<file path="src/rtl/rxpk_pkg.sv">
package rxpk_pkg;

  // Which part of the page layout is being written this cycle.
  typedef enum logic [2:0] {
    W_NONE,
    W_STREAM,
    W_PAD,
    W_CRC,
    W_TAIL,
    W_HDR
  } wrSel_t;

  // Strobes from the control FSM to the datapath.
  typedef struct packed {
    logic       capture;  // latch frame parameters on an idle start
    logic       byteIn;   // a stream byte is present
    logic       lastIn;   // that byte is the final one
    wrSel_t     sel;      // layout region
    logic [1:0] sub;      // byte index inside CRC, tail or header
  } dpCmd_t;

  localparam int STAT_LONG_BIT = 11;
  localparam int STAT_ODD_BIT  = 12;
  localparam logic [7:0] TAIL_ODD  = 8'h60;
  localparam logic [7:0] TAIL_EVEN = 8'h40;
  localparam int HDR_BYTES = 4;
  localparam int CNT_EXTRA = 6;
  localparam int CRC_BYTES = 4;

endpackage

</file>
<file path="src/rtl/rxpk_datapath.sv">
module rxpk_datapath
  import rxpk_pkg::*;
#(
  parameter int PAGES      = 4,
  parameter int PAGE_BYTES = 2048,
  parameter int LEN_W      = 12,
  parameter int MIN_FRAME  = 64,
  parameter int LONG_LIMIT = 1518
) (
  input  logic                          clk,
  input  logic                          rstN,
  input  dpCmd_t                        cmd,
  input  logic                          rxEnable,
  input  logic                          stripCrc,
  input  logic                          softReset,
  input  logic [LEN_W-1:0]              frmLen,
  input  logic [7:0]                    byteData,
  input  logic [31:0]                   crcIn,
  input  logic                          freeValid,
  input  logic [$clog2(PAGES)-1:0]      freePage,
  output logic                          dropNow,
  output logic                          shortFrm,
  output logic                          padLast,
  output logic                          keepCrc,
  output logic                          ramWe,
  output logic [$clog2(PAGES)+$clog2(PAGE_BYTES)-1:0] ramAddr,
  output logic [7:0]                    ramData,
  output logic [$clog2(PAGES)-1:0]      curPage
);

  localparam int PAGE_W = $clog2(PAGES);
  localparam int OFS_W  = $clog2(PAGE_BYTES);
  localparam int CNT_W  = LEN_W + 1;

  // Decision made in the start cycle from live inputs.
  logic [CNT_W-1:0] startPad, startEven, startCnt;
  always_comb begin
    startPad  = (frmLen < LEN_W'(MIN_FRAME)) ? CNT_W'(MIN_FRAME) : {1'b0, frmLen};
    startEven = startPad & ~CNT_W'(1);
    startCnt  = startEven + CNT_W'(CNT_EXTRA) + (stripCrc ? CNT_W'(0) : CNT_W'(CRC_BYTES));
    dropNow   = !rxEnable || softReset || !freeValid || (startCnt > CNT_W'(PAGE_BYTES));
  end

  // Per-frame state.
  logic [LEN_W-1:0]  lenR, idx;
  logic [CNT_W-1:0]  cntR, padPtr;
  logic              keepR;
  logic [PAGE_W-1:0] pageR;
  logic [7:0]        lastByte;
  logic [31:0]       crcR;

  always_ff @(posedge clk) begin
    if (!rstN) begin
      lenR     <= '0;
      idx      <= '0;
      cntR     <= '0;
      padPtr   <= '0;
      keepR    <= 1'b0;
      pageR    <= '0;
      lastByte <= '0;
      crcR     <= '0;
    end else begin
      if (cmd.capture) begin
        lenR   <= frmLen;
        idx    <= '0;
        cntR   <= startCnt;
        padPtr <= CNT_W'(HDR_BYTES) + {1'b0, frmLen};
        keepR  <= !stripCrc;
        pageR  <= freePage;
      end
      if (cmd.byteIn) begin
        idx      <= idx + LEN_W'(1);
        lastByte <= byteData;
      end
      if (cmd.lastIn) crcR <= crcIn;
      if (cmd.sel == W_PAD) padPtr <= padPtr + CNT_W'(1);
    end
  end

  // Layout geometry of the captured frame.
  logic [LEN_W-1:0] lenEven;
  logic [CNT_W-1:0] bodyLen, crcBase, tailBase;
  logic             tailOdd, inPlace;
  logic [15:0]      statWord, cnt16;

  always_comb begin
    lenEven  = lenR & ~LEN_W'(1);
    shortFrm = lenR < LEN_W'(MIN_FRAME);
    bodyLen  = shortFrm ? CNT_W'(MIN_FRAME) : {1'b0, lenEven};
    crcBase  = CNT_W'(HDR_BYTES) + bodyLen;
    tailBase = crcBase + (keepR ? CNT_W'(CRC_BYTES) : CNT_W'(0));
    tailOdd  = !shortFrm && lenR[0];
    inPlace  = (idx < lenR) && (shortFrm || (idx < lenEven));
    padLast  = padPtr == CNT_W'(HDR_BYTES + MIN_FRAME - 1);
    keepCrc  = keepR;
    statWord = '0;
    statWord[STAT_ODD_BIT]  = lenR[0];
    statWord[STAT_LONG_BIT] = lenR > LEN_W'(LONG_LIMIT);
    cnt16    = 16'(cntR);
  end

  // Write port mux.
  logic [CNT_W-1:0] ofsWide;
  always_comb begin
    ramWe   = 1'b0;
    ofsWide = '0;
    ramData = '0;
    unique case (cmd.sel)
      W_STREAM: begin
        ramWe   = cmd.byteIn && inPlace;
        ofsWide = CNT_W'(HDR_BYTES) + {1'b0, idx};
        ramData = byteData;
      end
      W_PAD: begin
        ramWe   = 1'b1;
        ofsWide = padPtr;
      end
      W_CRC: begin
        ramWe   = 1'b1;
        ofsWide = crcBase + CNT_W'(cmd.sub);
        ramData = crcR[{cmd.sub, 3'b000} +: 8];
      end
      W_TAIL: begin
        ramWe   = 1'b1;
        ofsWide = tailBase + CNT_W'(cmd.sub);
        if (cmd.sub[0]) ramData = tailOdd ? TAIL_ODD : TAIL_EVEN;
        else            ramData = tailOdd ? lastByte : 8'h00;
      end
      W_HDR: begin
        ramWe   = 1'b1;
        ofsWide = CNT_W'(cmd.sub);
        case (cmd.sub)
          2'd0:    ramData = statWord[7:0];
          2'd1:    ramData = statWord[15:8];
          2'd2:    ramData = cnt16[7:0];
          default: ramData = cnt16[15:8];
        endcase
      end
      default: ;
    endcase
  end

  assign ramAddr = {pageR, ofsWide[OFS_W-1:0]};
  assign curPage = pageR;


  wr_inside_count_chk: assert property (@(posedge clk) disable iff (!rstN)
    ramWe |-> (ofsWide < cntR));

endmodule

</file>
<file path="src/rtl/rxpk_ctrl.sv">
module rxpk_ctrl
  import rxpk_pkg::*;
(
  input  logic   clk,
  input  logic   rstN,
  input  logic   frmStart,
  input  logic   byteValid,
  input  logic   frmEnd,
  input  logic   dropNow,
  input  logic   shortFrm,
  input  logic   padLast,
  input  logic   keepCrc,
  output dpCmd_t cmd,
  output logic   ready,
  output logic   allocTake,
  output logic   rxPush
);

  typedef enum logic [2:0] {S_IDLE, S_SKIP, S_DATA, S_PAD, S_CRC, S_TAIL, S_HDR} st_t;

  st_t        state, stateN;
  logic [1:0] subR, subN;
  logic       lastByteIn;

  always_ff @(posedge clk) begin
    if (!rstN) begin
      state <= S_IDLE;
      subR  <= '0;
    end else begin
      state <= stateN;
      subR  <= subN;
    end
  end

  assign lastByteIn = byteValid && frmEnd;

  always_comb begin
    cmd       = '0;
    cmd.sel   = W_NONE;
    cmd.sub   = subR;
    ready     = 1'b0;
    allocTake = 1'b0;
    rxPush    = 1'b0;
    stateN    = state;
    subN      = subR;
    unique case (state)
      S_IDLE: begin
        ready = 1'b1;
        subN  = '0;
        if (frmStart) begin
          cmd.capture = 1'b1;
          allocTake   = !dropNow;
          stateN      = dropNow ? S_SKIP : S_DATA;
        end
      end
      S_SKIP: if (lastByteIn) stateN = S_IDLE;
      S_DATA: begin
        cmd.sel    = W_STREAM;
        cmd.byteIn = byteValid;
        cmd.lastIn = lastByteIn;
        if (lastByteIn) begin
          subN   = '0;
          stateN = shortFrm ? S_PAD : (keepCrc ? S_CRC : S_TAIL);
        end
      end
      S_PAD: begin
        cmd.sel = W_PAD;
        if (padLast) begin
          subN   = '0;
          stateN = keepCrc ? S_CRC : S_TAIL;
        end
      end
      S_CRC: begin
        cmd.sel = W_CRC;
        subN    = subR + 2'd1;
        if (subR == 2'd3) stateN = S_TAIL;
      end
      S_TAIL: begin
        cmd.sel = W_TAIL;
        if (subR == 2'd1) begin
          subN   = '0;
          stateN = S_HDR;
        end else begin
          subN = subR + 2'd1;
        end
      end
      S_HDR: begin
        cmd.sel = W_HDR;
        subN    = subR + 2'd1;
        if (subR == 2'd3) begin
          rxPush = 1'b1;
          stateN = S_IDLE;
        end
      end
      default: stateN = S_IDLE;
    endcase
  end


  pad_only_short_chk: assert property (@(posedge clk) disable iff (!rstN)
    (state == S_PAD) |-> shortFrm);

endmodule

</file>
<file path="src/rtl/rx_frame_packer.sv">
module rx_frame_packer
  import rxpk_pkg::*;
#(
  parameter int PAGES      = 4,
  parameter int PAGE_BYTES = 2048,
  parameter int LEN_W      = 12,
  parameter int MIN_FRAME  = 64,
  parameter int LONG_LIMIT = 1518
) (
  input  logic                                        clk,
  input  logic                                        rstN,
  input  logic                                        rxEnable,
  input  logic                                        stripCrc,
  input  logic                                        softReset,
  input  logic                                        frmStart,
  input  logic [LEN_W-1:0]                            frmLen,
  input  logic                                        byteValid,
  input  logic [7:0]                                  byteData,
  input  logic                                        frmEnd,
  input  logic [31:0]                                 crcIn,
  input  logic                                        freeValid,
  input  logic [$clog2(PAGES)-1:0]                    freePage,
  output logic                                        allocTake,
  output logic                                        ramWe,
  output logic [$clog2(PAGES)+$clog2(PAGE_BYTES)-1:0] ramAddr,
  output logic [7:0]                                  ramData,
  output logic                                        rxPush,
  output logic [$clog2(PAGES)-1:0]                    rxPage,
  output logic                                        rxIrqSet,
  output logic                                        ready
);

  localparam int OFS_W = $clog2(PAGE_BYTES);

  dpCmd_t cmd;
  logic   dropNow, shortFrm, padLast, keepCrc;

  rxpk_ctrl ctrl_i (
    .clk(clk), .rstN(rstN), .frmStart(frmStart), .byteValid(byteValid),
    .frmEnd(frmEnd), .dropNow(dropNow), .shortFrm(shortFrm),
    .padLast(padLast), .keepCrc(keepCrc), .cmd(cmd), .ready(ready),
    .allocTake(allocTake), .rxPush(rxPush)
  );

  rxpk_datapath #(
    .PAGES(PAGES), .PAGE_BYTES(PAGE_BYTES), .LEN_W(LEN_W),
    .MIN_FRAME(MIN_FRAME), .LONG_LIMIT(LONG_LIMIT)
  ) dp_i (
    .clk(clk), .rstN(rstN), .cmd(cmd), .rxEnable(rxEnable),
    .stripCrc(stripCrc), .softReset(softReset), .frmLen(frmLen),
    .byteData(byteData), .crcIn(crcIn), .freeValid(freeValid),
    .freePage(freePage), .dropNow(dropNow), .shortFrm(shortFrm),
    .padLast(padLast), .keepCrc(keepCrc), .ramWe(ramWe),
    .ramAddr(ramAddr), .ramData(ramData), .curPage(rxPage)
  );

  assign rxIrqSet = rxPush;


  take_needs_enable_chk: assert property (@(posedge clk) disable iff (!rstN)
    allocTake |-> (rxEnable && !softReset));


  take_needs_free_chk: assert property (@(posedge clk) disable iff (!rstN)
    allocTake |-> freeValid);


  no_write_when_ready_chk: assert property (@(posedge clk) disable iff (!rstN)
    ramWe |-> !ready);


  push_on_last_hdr_chk: assert property (@(posedge clk) disable iff (!rstN)
    rxPush |-> (ramWe && (ramAddr[OFS_W-1:0] == OFS_W'(3))));


  ready_after_push_chk: assert property (@(posedge clk) disable iff (!rstN)
    rxPush |=> ready);

endmodule

</file>
<file path="config.mk">
export PLATFORM = sky130hd
export DESIGN_NAME = rx_frame_packer
export DESIGN_NICKNAME = d
export VERILOG_FILES = /design/src/rtl/rxpk_pkg.sv /design/src/rtl/rxpk_datapath.sv /design/src/rtl/rxpk_ctrl.sv /design/src/rtl/rx_frame_packer.sv
export SDC_FILE = /design/constraint.sdc
export NUM_CORES = 1
export LEC_CHECK = 0
export BUFFER_PORTS_ARGS = -buffer_cell sky130_fd_sc_hd__buf_2
export CAP_MARGIN = 30
export CORE_MARGIN = 8
export CORE_UTILIZATION = 63
export DETAILED_ROUTE_END_ITERATION = 7
export GPL_ROUTABILITY_DRIVEN = 0
export HOLD_SLACK_MARGIN = 0.1
export PLACE_DENSITY = 0.87
export SLEW_MARGIN = 20
export SYNTH_ARGS = -nofsm -noshare
export SYNTH_HDL_FRONTEND = slang
export SYNTH_SLANG_ARGS = --single-unit
</file>
<file path="constraint.sdc">
create_clock -name clk -period 4.8 [get_ports clk]
set_input_delay 0.24 -clock clk [delete_from_list [all_inputs] [get_ports clk]]
set_output_delay 0.24 -clock clk [all_outputs]
set_load 0.01 [all_outputs]
</file>
==> results of run 1 <==
-- cells in the mapped netlist, drive strengths merged (3+ instances only) --
cell	number	share of area, %
a22oi	12	1.5
a31oi	10	1.2
xnor2	26	3.6
nand3	39	3.2
o221ai	3	0.41
a221o	3	0.47
o211ai	5	0.59
inv	26	1.5
a222oi	5	0.79
and3b	3	0.41
or3	6	0.67
buf	26	2.2
ha	27	5.3
nor2b	5	0.49
mux2i	4	0.63
nor4	7	1.1
a21oi	88	7.0
dfxtp	97	31
nand3b	3	0.35
nor3b	4	0.55
or3b	3	0.41
a2111oi	4	0.57
mux4	8	2.8
nand2	166	9.8
nor3	11	0.87
o21ai	35	2.8
and4b	3	0.47
xor2	8	1.1
and2	9	0.89
o22ai	4	0.39
nand2b	13	1.3
nand4	4	0.49
clkbuf	35	2.1
and3	20	2.0
nor2	58	3.5
a221oi	5	0.69
a311oi	4	0.55
a211oi	13	1.6
-- worst max-delay path, cell delays in order, from the launching register on --
cell and delay, ns:
dfxtp_1 0.43, nor4_2 0.48, nand2_1 0.20, nand2_1 0.23
inv_1 0.09, ha_1 0.29, a22oi_1 0.26, or3b_1 0.46
or3_1 0.37, nand3_1 0.10, o211ai_1 0.10, buf_2 0.16
-- state kept, by name, summed over array words and instances (netlist names) --
| signal | cells |
|---|---|
| ctrl_i.state | 3 |
| ctrl_i.subR | 2 |
| dp_i.cntR | 12 |
| dp_i.crcR | 32 |
| dp_i.curPage | 2 |
| dp_i.idx | 12 |
| dp_i.keepCrc | 1 |
| dp_i.lastByte | 8 |
| dp_i.lenR | 12 |
| dp_i.padPtr | 13 |
-- final timing paths --
path                            slack [ns]            start       endpoint
worst min-delay path                   0.1        crcIn[12]  dp_i.crcR[12]
worst max-delay path                  1.01     dp_i.lenR[6]     ramAddr[8]
worst min register to register        0.46    dp_i.crcR[17]  dp_i.crcR[17]
worst max register to register        1.84  ctrl_i.state[1]   dp_i.idx[11]
-- report_power, final --
| part | total [mW] | internal, mW | switching [mW] |
|---|---|---|---|
| registers | 0.956 | 0.866 | 0.0903 |
| clock network | 0.568 | 0.245 | 0.322 |
| logic | 0.588 | 0.218 | 0.370 |
| total | 2.11 | 1.33 | 0.783 |
-- what timing repair did --
action,CTS,global route
endpoints found under the hold margin,22,0
hold buffers,22,0
buffers inserted,0,0
-- layer usage --
layer,vias up,GRT usage (%),wire length (µm)
li1,3105,-,-
met1,3120,36.3,7490
met2,490,52.5,10100
met3,117,7.50,2170
met4,0,20.5,1340
met5,-,0,0
-- through the flow --
step / cell area, µm² / util [%] / instances
after detailed placement: 6740 / 69.0 / 1003
final: 7190 / 73.6 / 1043
after global placement: 6730 / 68.8 / 1002
after CTS: 7160 / 73.3 / 1041
after floorplan: 6340 / - / 835
after global routing: 7190 / 73.6 / 1043
-- cells by family (layout without fill, tap and decap cells) --
family | after synthesis | after routing | synth area share (%)
AO/OA/AOI/OAI | 213 | 213 | 21.7
XOR/XNOR | 34 | 34 | 4.69
adder cells (fa/ha/maj) | 29 | 29 | 5.96
buffers and inverters | 87 | 162 | 5.86
flip-flops | 97 | 97 | 30.6
multiplexers | 13 | 13 | 3.65
AND/OR/NAND/NOR | 362 | 362 | 27.6
-- layout make-up --
type                    count  area share, %
well taps                 133           2.31
clock buffers               9           1.72
inverters                  26           1.36
clock inverters             7           1.08
repair buffers            120           10.5
multi-input cells         651           56.1
flip-flops and latches     97           27.0
==> results.sh, run 1 <==
export IMPL_critPathLaunchType="flip-flop"
export IMPL_outcome="complete, but fails checks"
export IMPL_whs_path_depth=3
export IMPL_cts_buffer_depth=2
export IMPL_grt_pass1_vias=6753
export IMPL_ys_flop_type="dfxtp_1"
export IMPL_period_needed_ns=3.79
export IMPL_drt_pass1_iterations=8
export IMPL_cts_made_buffers=9
export IMPL_dp_final_hpwl_um=15000
export IMPL_fp_dieH_um=116
export IMPL_rows=36
export IMPL_fillers=747
export IMPL_core_mm2=0.00977
export IMPL_die_w_um=116
export IMPL_violations="design-rule violations"
export IMPL_fmax_ghz=0.264
export IMPL_grt_pass1_wl_um=33600
export IMPL_tritoncts="done"
export IMPL_ir_drop_v=0.000254
export IMPL_start_util_pct=64.9
export IMPL_wl_per_cell_um=20.3
export IMPL_final_common_cell="nand2_1"
export IMPL_clock_sinks=97
export IMPL_crit_required_ns=4.56
export IMPL_clk_latency_ns=0.39
export IMPL_via_per_inst=6.55
export IMPL_layout_common_cells="nand2_1 (166), dfxtp_1 (97), buf_2 (90), a21oi_1 (87), nor2_1 (57)"
export IMPL_hp_class="input pin to flip-flop"
export IMPL_io_buffers=90
export IMPL_endpoint_kind="output port"
export IMPL_setup_tns_ns=0
export IMPL_ys_seq_area_share_pct=30.6
export IMPL_ios=91
export IMPL_ys_ff_latch=97
export IMPL_maxCapViolCount=0
export IMPL_pre_cts_slack_ns=1.25
export IMPL_setup_ws_ns=1.01
export IMPL_p_total_mw=2.11
export IMPL_cts_resized=0
export IMPL_fin_crit_sh_pct=79.0
export IMPL_criticalPathCategory="flip-flop to output port"
export IMPL_multi_input_area_mm2=0.00403
export IMPL_worst_path_max_fanout=11
export IMPL_synth_cells=835
export IMPL_drv_slew=0
export IMPL_ys_warn_count=0
export IMPL_ff_latch_area_mm2=0.00194
export IMPL_diodes=0
export IMPL_power_density_mw_per_mm2=294
export IMPL_clock_skew_ns=0.0187
export IMPL_ant_nets=0
export IMPL_gr_total_overflow=0
export IMPL_rsz0062_at_grt="no"
export IMPL_worst_r2r_path_depth=6
export IMPL_tightest_slew_ns=0.971
export IMPL_track_usage_pct=31.8
export IMPL_slew_headroom_pct=35.2
export IMPL_p_leak_nw=2.75
export IMPL_area_growth_pct=13.4
export IMPL_synth_distinct_cells=81
export IMPL_clk_pin_slew_ns=0.10
export IMPL_drtIter0Drc=880
export IMPL_synth_edf_count=0
export IMPL_grt_start_max_net_pins=53
export IMPL_finalSetupViolations=0
export IMPL_wl_um=21100
export IMPL_drc=1
export IMPL_htreeDepth=3
export IMPL_vias=6832
export IMPL_holdWs_ns=0.0986
export IMPL_syn_area_per_cell_um2=7.60
export IMPL_finalNetCount=997
export IMPL_async_flop_share_pct=0
export IMPL_hold_viol=0
export IMPL_arrival_ns=3.55
export IMPL_syn_nets=927
export IMPL_root_buffer="clkbuf_8"
export IMPL_drive_gt1_share_pct=15.3
export IMPL_grt_antenna_before_repair=0
export IMPL_synth_area_mm2=0.00634
export IMPL_dieArea_mm2=0.0135
Note: power is estimated with default switching activity, not from simulation.
==> run 2, diff against run 1 <==
--- a/config.mk
+++ b/config.mk
@@ -8,11 +8,11 @@
 export BUFFER_PORTS_ARGS = -buffer_cell sky130_fd_sc_hd__buf_2
 export CAP_MARGIN = 30
 export CORE_MARGIN = 8
-export CORE_UTILIZATION = 63
+export CORE_UTILIZATION = 53
 export DETAILED_ROUTE_END_ITERATION = 7
 export GPL_ROUTABILITY_DRIVEN = 0
 export HOLD_SLACK_MARGIN = 0.1
-export PLACE_DENSITY = 0.87
+export PLACE_DENSITY = 0.78
 export SLEW_MARGIN = 20
 export SYNTH_ARGS = -nofsm -noshare
 export SYNTH_HDL_FRONTEND = slang
==> constraint.sdc (replaced) <==
create_clock -name clk -period 3.1 [get_ports clk]
set_input_delay 0.155 -clock clk [delete_from_list [all_inputs] [get_ports clk]]
set_output_delay 0.155 -clock clk [all_outputs]
set_load 0.01 [all_outputs]
==> results.sh, run 2 (same netlist as run 1, synthesis figures left out) <==
export IMPL_crit_required_ns=2.94
export IMPL_clock_sinks=97
export IMPL_tightest_slew_ns=0.780
export IMPL_period_needed_ns=3.01
export IMPL_crit_path_cell_trace="buf_2, nor4_4, nand2_2, buf_4, and2_4, ha_4, fa_1, or3b_1, a21oi_2, and4b_1, a41o_1, and3_4, buf_6"
export IMPL_timing_rr_end="dp_i.padPtr[10]"
export IMPL_largestRegisters="dp_i.crcR (32), dp_i.padPtr (13)"
export IMPL_largest_register="dp_i.crcR"
export IMPL_root_buffer="clkbuf_16"
export IMPL_drv_slew=0
export IMPL_ant_nets=0
export IMPL_htreeDepth=3
export IMPL_p_leak_nw=3.07
export IMPL_maxCapViolCount=0
export IMPL_track_usage_pct=26.3
export IMPL_cts_buffer_depth=2
export IMPL_finalSetupViolations=0
export IMPL_drtIter0Drc=966
export IMPL_clk_pin_slew_ns=0.07
export IMPL_cts_made_buffers=9
export IMPL_wl_um=21100
export IMPL_area_growth_pct=24.4
export IMPL_via_per_inst=6.22
export IMPL_criticalPathCategory="input pin to output port"
export IMPL_cp_slowest_stage_delay_ns=0.47
export IMPL_power_density_mw_per_mm2=453
export IMPL_worst_r2r_path_depth=5
export IMPL_wl_per_cell_um=18.9
export IMPL_start_util_pct=53.5
export IMPL_grt_pass1_wl_um=33600
export IMPL_fin_crit_sh_pct=97.1
export IMPL_arrival_ns=2.86
export IMPL_setup_tns_ns=0
export IMPL_critPathTopFamily="simple AND/OR/NAND/NOR gates"
export IMPL_ios=91
export IMPL_grt_start_max_net_pins=41
export IMPL_hp_class="input pin to flip-flop"
export IMPL_whs_path_depth=3
export IMPL_dp_final_hpwl_um=14600
export IMPL_ir_drop_v=0.000338
export IMPL_io_buffers=90
export IMPL_die_w_um=125
export IMPL_drt_pass1_iterations=6
export IMPL_dieArea_mm2=0.0157
export IMPL_r2r_start="ctrl_i.state[1]"
export IMPL_worst_path_max_fanout=3
export IMPL_grt_pass1_vias=6362
export IMPL_largest_reg_flops=32
export IMPL_critPathBufInv=3
export IMPL_drc=0
export IMPL_core_mm2=0.0119
export IMPL_r2r_slack_ns=0.68
export IMPL_hold_start="frmLen[0]"
export IMPL_crit_path_top_delay_cell="fa_1"
export IMPL_grt_antenna_before_repair=1
export IMPL_outcome="completed"
export IMPL_clk_latency_ns=0.35
export IMPL_hold_end="dp_i.lenR[0]"
export IMPL_fmax_ghz=0.332
export IMPL_finalNetCount=1056
export IMPL_critPathLaunchType="input pin"
export IMPL_slew_headroom_pct=48.0
export IMPL_vias=6948
export IMPL_hold_viol=0
export IMPL_endpoint_kind="output port"
export IMPL_layout_common_cells="nand2_1 (162), dfxtp_1 (96), buf_2 (89), a21oi_1 (85), nor2_1 (55)"
export IMPL_rows=40
export IMPL_tritoncts="done"
export IMPL_drive_gt1_share_pct=20.2
export IMPL_gr_total_overflow=0
export IMPL_fp_dieH_um=125
export IMPL_setup_ws_ns=0.0885
export IMPL_clock_skew_ns=0.00864
export IMPL_pre_cts_slack_ns=-0.0355
export IMPL_final_common_cell="nand2_1"
[run 2: cell types whose count changed in the layout (fill, tap and decap cells not counted), moves of 3 or more]
cell / delta
nand2_2: +4
ha_1: -4
ha_4: +3
nand2_1: -4
clkbuf_8: -9
dlygate4sd3_1: +23
buf_8: -3
clkbuf_16: +9
buf_4: +39
clkinvlp_4: -3
[run 2: where the power goes]
| group | internal (mW) | switching, mW | leakage [nW] | total, mW |
|---|---|---|---|---|
| Sequential | 1.34 | 0.131 | 0.789 | 1.47 |
| Clock | 0.556 | 0.510 | 0.140 | 1.07 |
| Combinational | 0.432 | 0.604 | 2.14 | 1.04 |
| Total | 2.33 | 1.24 | 3.07 | 3.57 |
[run 2: cell type report]
class	count	area (µm²)
Antenna cell	1	2.50
Fill cell	975	3970
Sequential cell	97	1940
Inverter	26	97.6
Multi-Input combinational cell	651	4140
Clock buffer	10	229
Clock inverter	6	52.6
Timing Repair Buffer	179	1240
Tap cell	147	184
[run 2: per-stage QoR]
step / instances / hold WS, ns / util, % / cell area [µm²] / power (mW)
2_1_floorplan: 835 / 0.251 / - / 6340 / 2.07
3_3_place_gp: 1046 / 0.364 / 58.7 / 6970 / 2.35
3_5_place_dp: 1046 / 0.368 / 58.7 / 6970 / 2.37
4_1_cts: 1109 / 0.109 / 65.3 / 7750 / 3.49
5_1_grt: 1117 / 0.133 / 66.5 / 7890 / 3.73
6_report: 1117 / 0.123 / 66.5 / 7890 / 3.57
[run 2: what timing repair did]
| item | in CTS | in global routing |
|---|---|---|
| hold buffers | 45 | 0 |
| gates resized for setup | 8 | 20 |
| setup endpoints to repair | 7 | 8 |
| hold endpoints to repair | 45 | 0 |
| pin swaps | 2 | 12 |
| buffers inserted | 2 | 7 |
[run 2: worst reg2reg max path: stages, from the launching register on]
cell	delay (ns)
dfxtp_1	0.43
nor3_1	0.41
and2_1	0.70
buf_4	0.33
a211oi_1	0.08
a2111oi_1	0.36
[run 2: worst max path at each step]
stage	start	endpoint	slack (ns)	cells past startpoint
4_1_cts	frmLen[8]	allocTake	0.0002	14
3_3_place_gp	frmLen[8]	allocTake	0.07	14
2_1_floorplan	frmLen[9]	ctrl_i.state[1]	0.18	14
3_5_place_dp	frmLen[8]	allocTake	-0.04	14
6_report	frmLen[10]	allocTake	0.09	13
5_1_grt	dp_i.lenR[6]	ramAddr[7]	-0.02	10
[run 2: routing by layer]
metal	global-route usage (%)	up-vias	wire (µm)
met3	5.35	77	2020
met4	12.8	0	813
met2	39.5	411	9330
li1	-	3224	-
met1	35.3	3236	8920
met5	0	-	0
